[src/rtl/bacc_pkg.sv]
package bacc_pkg;
  localparam int unsigned DEF_PHASE_W = 16;
  localparam int unsigned DEF_LANE_W  = 8;

  // Per-cycle control for the phase register.
  typedef struct packed {
    logic run;
    logic restart;
  } acc_ctl_t;
endpackage

[src/rtl/bacc_rst_sync.sv]
module bacc_rst_sync #(
  parameter int unsigned STAGES = 2
) (
  input  logic clk,
  input  logic rst_n,
  output logic rst_sync_n
);
  logic [STAGES-1:0] sr_q;
  logic [STAGES-1:0] sr_d;

  always_comb begin
    sr_d = {sr_q[STAGES-2:0], 1'b1};
  end

  always_ff @(posedge clk or negedge rst_n) begin
    if (!rst_n) sr_q <= '0;
    else        sr_q <= sr_d;
  end

  assign rst_sync_n = sr_q[STAGES-1];
endmodule

[src/rtl/bacc_inc_reg.sv]
module bacc_inc_reg #(
  parameter int unsigned W      = 16,
  parameter int unsigned LANE_W = 8
) (
  input  logic                  clk,
  input  logic                  rst_n,
  input  logic [W/LANE_W-1:0]   wr_en,
  input  logic [LANE_W-1:0]     wr_data,
  output logic [W-1:0]          inc
);
  localparam int unsigned LANES = W / LANE_W;

  for (genvar g = 0; g < LANES; g++) begin : g_lane
    logic [LANE_W-1:0] lane_d;
    logic [LANE_W-1:0] lane_q;

    always_comb begin
      lane_d = lane_q;
      if (wr_en[g]) lane_d = wr_data;
    end

    always_ff @(posedge clk or negedge rst_n) begin
      if (!rst_n) lane_q <= '0;
      else        lane_q <= lane_d;
    end

    assign inc[g*LANE_W +: LANE_W] = lane_q;
  end
endmodule

[src/rtl/bacc_phase.sv]
module bacc_phase
  import bacc_pkg::*;
#(
  parameter int unsigned W = 16
) (
  input  logic          clk,
  input  logic          rst_n,
  input  acc_ctl_t      ctl,
  input  logic [W-1:0]  inc,
  output logic [W-1:0]  acc,
  output logic          tick
);
  logic [W-1:0] acc_q, acc_d;
  logic         tick_q, tick_d;
  logic [W:0]   sum;

  always_comb begin
    sum = {1'b0, acc_q} + {1'b0, inc};
    if (!ctl.run || ctl.restart) begin
      acc_d  = '0;
      tick_d = 1'b0;
    end else begin
      acc_d  = sum[W-1:0];
      tick_d = sum[W];
    end
  end

  always_ff @(posedge clk or negedge rst_n) begin
    if (!rst_n) begin
      acc_q  <= '0;
      tick_q <= 1'b0;
    end else begin
      acc_q  <= acc_d;
      tick_q <= tick_d;
    end
  end

  assign acc  = acc_q;
  assign tick = tick_q;
endmodule

[src/rtl/bacc_tick_gen.sv]
module bacc_tick_gen
  import bacc_pkg::*;
#(
  parameter int unsigned W      = DEF_PHASE_W,
  parameter int unsigned LANE_W = DEF_LANE_W
) (
  input  logic                 clk,
  input  logic                 rst_n,
  input  logic                 enable,
  input  logic                 phase_clr,
  input  logic [W/LANE_W-1:0]  wr_en,
  input  logic [LANE_W-1:0]    wr_data,
  output logic                 tick
);
  logic         rst_sync_n;
  logic [W-1:0] inc_w;
  logic [W-1:0] acc_w;
  acc_ctl_t     ctl;

  bacc_rst_sync #(.STAGES(2)) u_rst (
    .clk        (clk),
    .rst_n      (rst_n),
    .rst_sync_n (rst_sync_n)
  );

  bacc_inc_reg #(.W(W), .LANE_W(LANE_W)) u_inc (
    .clk     (clk),
    .rst_n   (rst_sync_n),
    .wr_en   (wr_en),
    .wr_data (wr_data),
    .inc     (inc_w)
  );

  always_comb begin
    ctl.run     = enable;
    ctl.restart = phase_clr;
  end

  bacc_phase #(.W(W)) u_phase (
    .clk   (clk),
    .rst_n (rst_sync_n),
    .ctl   (ctl),
    .inc   (inc_w),
    .acc   (acc_w),
    .tick  (tick)
  );
endmodule

[config.mk]
export PLATFORM = sky130hd
export DESIGN_NAME = bacc_tick_gen
export DESIGN_NICKNAME = d
export VERILOG_FILES = /design/src/rtl/bacc_pkg.sv /design/src/rtl/bacc_rst_sync.sv /design/src/rtl/bacc_inc_reg.sv /design/src/rtl/bacc_phase.sv /design/src/rtl/bacc_tick_gen.sv
export SDC_FILE = /design/constraint.sdc
export NUM_CORES = 1
export LEC_CHECK = 0
export CORE_AREA = 2 2 46 91
export CTS_BUF_LIST = sky130_fd_sc_hd__clkbuf_16
export DETAILED_ROUTE_END_ITERATION = 8
export DIE_AREA = 0 0 48 93
export PLACE_DENSITY = 0.8
export SKIP_CTS_REPAIR_TIMING = 1
export SLEW_MARGIN = 20
export SYNTH_ARGS = -nofsm -noshare
export SYNTH_HDL_FRONTEND = slang
export SYNTH_SLANG_ARGS = --single-unit
[constraint.sdc]
create_clock -name clk -period 1 [get_ports clk]
set_input_delay 0.15 -clock clk [delete_from_list [all_inputs] [get_ports clk]]
set_output_delay 0.15 -clock clk [all_outputs]
set_load 0.02 [all_outputs]
**Word-level counts from Yosys, hierarchy flattened**

Index checks and enable logic that the tools add are counted.

- Add/sub/neg operators: 1
- Mux-type cells: 2
- Reduce and logical (&&, ||, !) cells: 2

Operators by type and width:

| kind | count |
|---|---|
| 16-bit by 16-bit adder with 17-bit output | 1 |
| 16-bit two-way mux | 1 |
| 1-bit zero test | 1 |
| 1-bit logical OR | 1 |
| 1-bit two-way mux | 1 |

- Flip-flop bits (word level): 35
- Bits of input ports: 14
- Output and inout bits: 1
- Logic and storage cells: 10

**Depth between registers and ports, before layout**

- Word-level depth: 3
- Gate-level depth with buffers: 9
- Depth with buffers taken out: 9

**Modules after synthesis**

Synthesis repeated with hierarchy kept, for this count alone.

- Cell total of the unflattened synthesis: 174
- Area total of the unflattened synthesis: 1976.9 µm²

By module, submodules not included:

| module | instances | cells each | area an instance (µm²) | seq. area each (µm²) |
|---|---|---|---|---|
| bacc_phase | 1 | 137 | 1260.0 | 425.4 |
| bacc_inc_reg | 1 | 34 | 663.1 | 400.4 |
| bacc_rst_sync | 1 | 3 | 53.8 | 50.0 |

**Worst setup path after synthesis**

No wires, ideal clock.

- Kind: register to register
- Start: reg u_inc.g_lane[0].lane_q[0]
- End: reg u_phase.acc_q[14], in the netlist u_phase.acc[14]
- Setup time: 0.123 ns
- Arrival time: 1.795 ns
- Data required time: 0.877 ns
- Path slack: -0.917 ns
- Stages on the path, launching flop included: 10
- Buffers on the path: 0
- Clock period less this slack: 1.917 ns
- Cell sequence: dfrtp_1 ha_1 inv_1 fa_1 nor2b_4 o211ai_1 a21oi_2 a221oi_4 o21a_1 mux2i_1

- Cells in the longest elaborated chain, start to end: 2

RTL lines:

| what | line | source |
|---|---|---|
| from (decl) | bacc_inc_reg.sv:15 | `logic [LANE_W-1:0] lane_q;` |
| from (signal assigned) | bacc_inc_reg.sv:24 | `else lane_q <= lane_d;` |
| 16-bit by 16-bit adder with 17-bit output | bacc_phase.sv:18 | `sum = {1'b0, acc_q} + {1'b0, inc};` |
| 16-bit two-way mux | bacc_phase.sv:19 | `if (!ctl.run \|\| ctl.restart) begin` |
| named net u_phase.acc_d[14] | bacc_phase.sv:13 | `logic [W-1:0] acc_q, acc_d;` |
| to (signal assigned) | bacc_phase.sv:30 | `acc_q <= '0;` |
| to (signal assigned) | bacc_phase.sv:33 | `acc_q <= acc_d;` |
| to (decl) | bacc_phase.sv:13 |  |

The timed path passes the listed nets, and every way through them passes these cells.
A chain may end at the register's enable or synchronous reset.

**Worst setup path after layout**

Same ends and word-level chain as after synthesis.

==> qor.txt <==
Status = complete, but fails checks
Failing checks = setup timing
Avg Cell Area, Syn = 11.0 µm²
Placed instance count = 273
Cell taking the most area after synthesis = dfrtp_1
Routed WL = 5.93 mm
Final Max Slew Viols = 0
Crit path launch type = flip-flop
Critical path cell sequence = ha_2, inv_2, fa_2, nor2b_4, o211ai_1, a21oi_2, a221oi_4, o21a_1, mux2i_1
Async S/R FF share, synth = 1.00
Initial cell density of the core = 0.505
Die X = 48 µm
Post-synthesis sequential area ratio = 0.456
Clock Path Buffers = 2
H-tree Lvls = 2
Max FO, Critical Path = 3
Inserted Clock Buffers = 5
FF+latch count, synth = 35
Root Driver = clkbuf_16
Synth top area cells = dfrtp_1, ha_1, mux2_2
Clk_lat worst skew = 280 ps
Post-Syn Instances = 175
Fin. Hold Viols = 0
Worst path max stage delay = 390 ps
Post-synth EDFFs = 0
Leakage power = 1.30 nW
Post-DP HPWL = 3.76 mm
Post-Syn Area = 1920 µm²
Register clock-pin slew on the reported worst setup and hold paths = 60 ps
Final worst setup slack = -1210 ps
CTS tree = built
Final antenna-violating net count = 0
Worst setup EP type = flip-flop
Clk_skew = 4.28 ps
Worst EP required = 1200 ps
Via Count = 1,694
Min Tclk post-route = 2210 ps
Main synth FF type = dfrtp_1
Max cap viols = 0
Antenna violations before repair = 0
Vias in the first global route = 1,776
Fmax = 453 MHz
Synthesis warning total = 0
WL/cell = 20.6 µm
Period utilization = 2.21
Die ar. = 4460 µm²
Pre-CTS setup slack = -1060 ps
Non-Filler Instances = 288
DR iter-0 viols = 52
# rows = 32
RePlAce Congestion = 0.899
I/O pin cnt = 15
Crit Path Category = flip-flop to flip-flop
R2R setup slack = -1210 ps
Syn nets = 206
Synth-to-layout area growth = 48.3%
Total grt overflow = 0
Port Buf Inserts = 14
First-pass GRT wire length = 8.05 mm
Largest net degree at the start of global routing = 34
Setup-failing EPs final = 16
CP top delay family = compound AO/OA/AOI/OAI gates
Residual DRC = 0
RSZ-0062 raised after global routing = true
Crit path arrival time = 2410 ps
Diode count = 0
GRT Total Usage = 0.260
Drt pass-1 iters = 4
Slowest-stage cell, CP = dfrtp_1
Via density = 5.88
Nets = 267
Core footprint = 3800 µm²
Yosys cell types = 38
Die Ht = 93 µm
PwrDens = 1670 nW/µm²
Buf/Inv on CP = 1
Max VDD drop = 1.50 mV
Worst min-delay path class = input port to async pin
Share of layout cells above drive strength 1 = 0.456
Synth top area share = 0.456
Clock sink count = 35
## logic make-up after synthesis
| logic type | after synthesis | share of synthesized area |
|---|---|---|
| fa+ha+maj | 17 | 0.115 |
| simple gates | 45 | 0.121 |
| mux | 16 | 0.0932 |
| other cells | 1 | 0.00195 |
| xor+xnor | 7 | 0.0319 |
| buf+inv | 11 | 0.0215 |
| compound gates | 43 | 0.160 |
| flops | 35 | 0.456 |
## per-stage QoR
stage	hold slack (ps)	area (µm²)	power [mW]	util	TNS, ps
after global routing	36.6	2850	4.96	0.748	-14800
after global placement	216	2550	2.99	0.670	-14540
final	32.1	2850	4.76	0.748	-13820
after floorplan	-146	2040	2.50	-	-9080
after CTS	32.7	2690	4.57	0.707	-12840
after detailed placement	220	2550	3.07	0.670	-15770
## layout make-up
| type | count | area (µm²) |
|---|---|---|
| multi-input cells | 129 | 1220 |
| fillers | 243 | 957 |
| flip-flops and latches | 35 | 877 |
| repair buffers | 57 | 514 |
| clock buffers | 5 | 125 |
| well taps | 51 | 63.8 |
| inverters | 8 | 30.0 |
| clock inverters | 3 | 15.0 |
## state kept, by name, indices dropped and copies added, names as in the netlist
signal / cells
u_inc.g_lane.lane_q: 16
u_rst.sr_q: 2
u_phase.acc: 16
u_phase.tick: 1
## where the power goes
part / switching [mW] / internal, mW / total [mW]
Combinational: 0.800 / 0.826 / 1.63
Clock: 0.570 / 0.907 / 1.48
Sequential: 0.102 / 1.56 / 1.66
## path summary, 6_finish.rpt
kind / end / from / cells after the start
setup / recovery: u_phase.acc[14] / u_inc.g_lane[0].lane_q[0] / 9
hold / removal: u_rst.sr_q[1] / rst_n / 1
setup reg to reg: u_phase.acc[14] / u_inc.g_lane[0].lane_q[0] / 9
hold reg to reg: u_inc.g_lane[0].lane_q[4] / u_rst.sr_q[1] / 1
max in group asynchronous: u_inc.g_lane[1].lane_q[0] / u_rst.sr_q[1] / 1
min in group clk: u_inc.g_lane[0].lane_q[7] / wr_en[0] / 3
## cells in the final DEF (no fill, tap or decap), types with 4 or more instances in the layout
cell type / n
buf_4: 38
dfrtp_1: 34
mux2_2: 15
clkdlybuf4s50_1: 12
nor2_1: 10
nand2_1: 8
ha_1: 8
inv_1: 7
a21oi_1: 7
ha_4: 7
a21o_1: 5
xor2_1: 5
clkbuf_16: 5
a21oi_4: 4
o21ai_2: 4
o21ai_0: 4
a21oi_2: 4
o21a_1: 4
nor3_2: 4
buf_12: 4
## synthesized netlist by cell type, types with 4 or more instances
cell     count
o21a_1       4
o21ai_0      6
ha_1        16
a21oi_1     11
nor3_1       6
xor2_1       5
nand2_1     10
nor2_1      11
inv_1        8
dfrtp_1     35
a21o_1       5
mux2_2      15
## per-layer routing
metal  GRT usage  vias to the layer above  routed length, µm
li1            -                      742                  -
met3      0.0425                       47                298
met2       0.470                       81               3270
met5           0                        -                  0
met4       0.158                        0                512
met1       0.243                      824               1850
(Power assumes the default switching activity.)
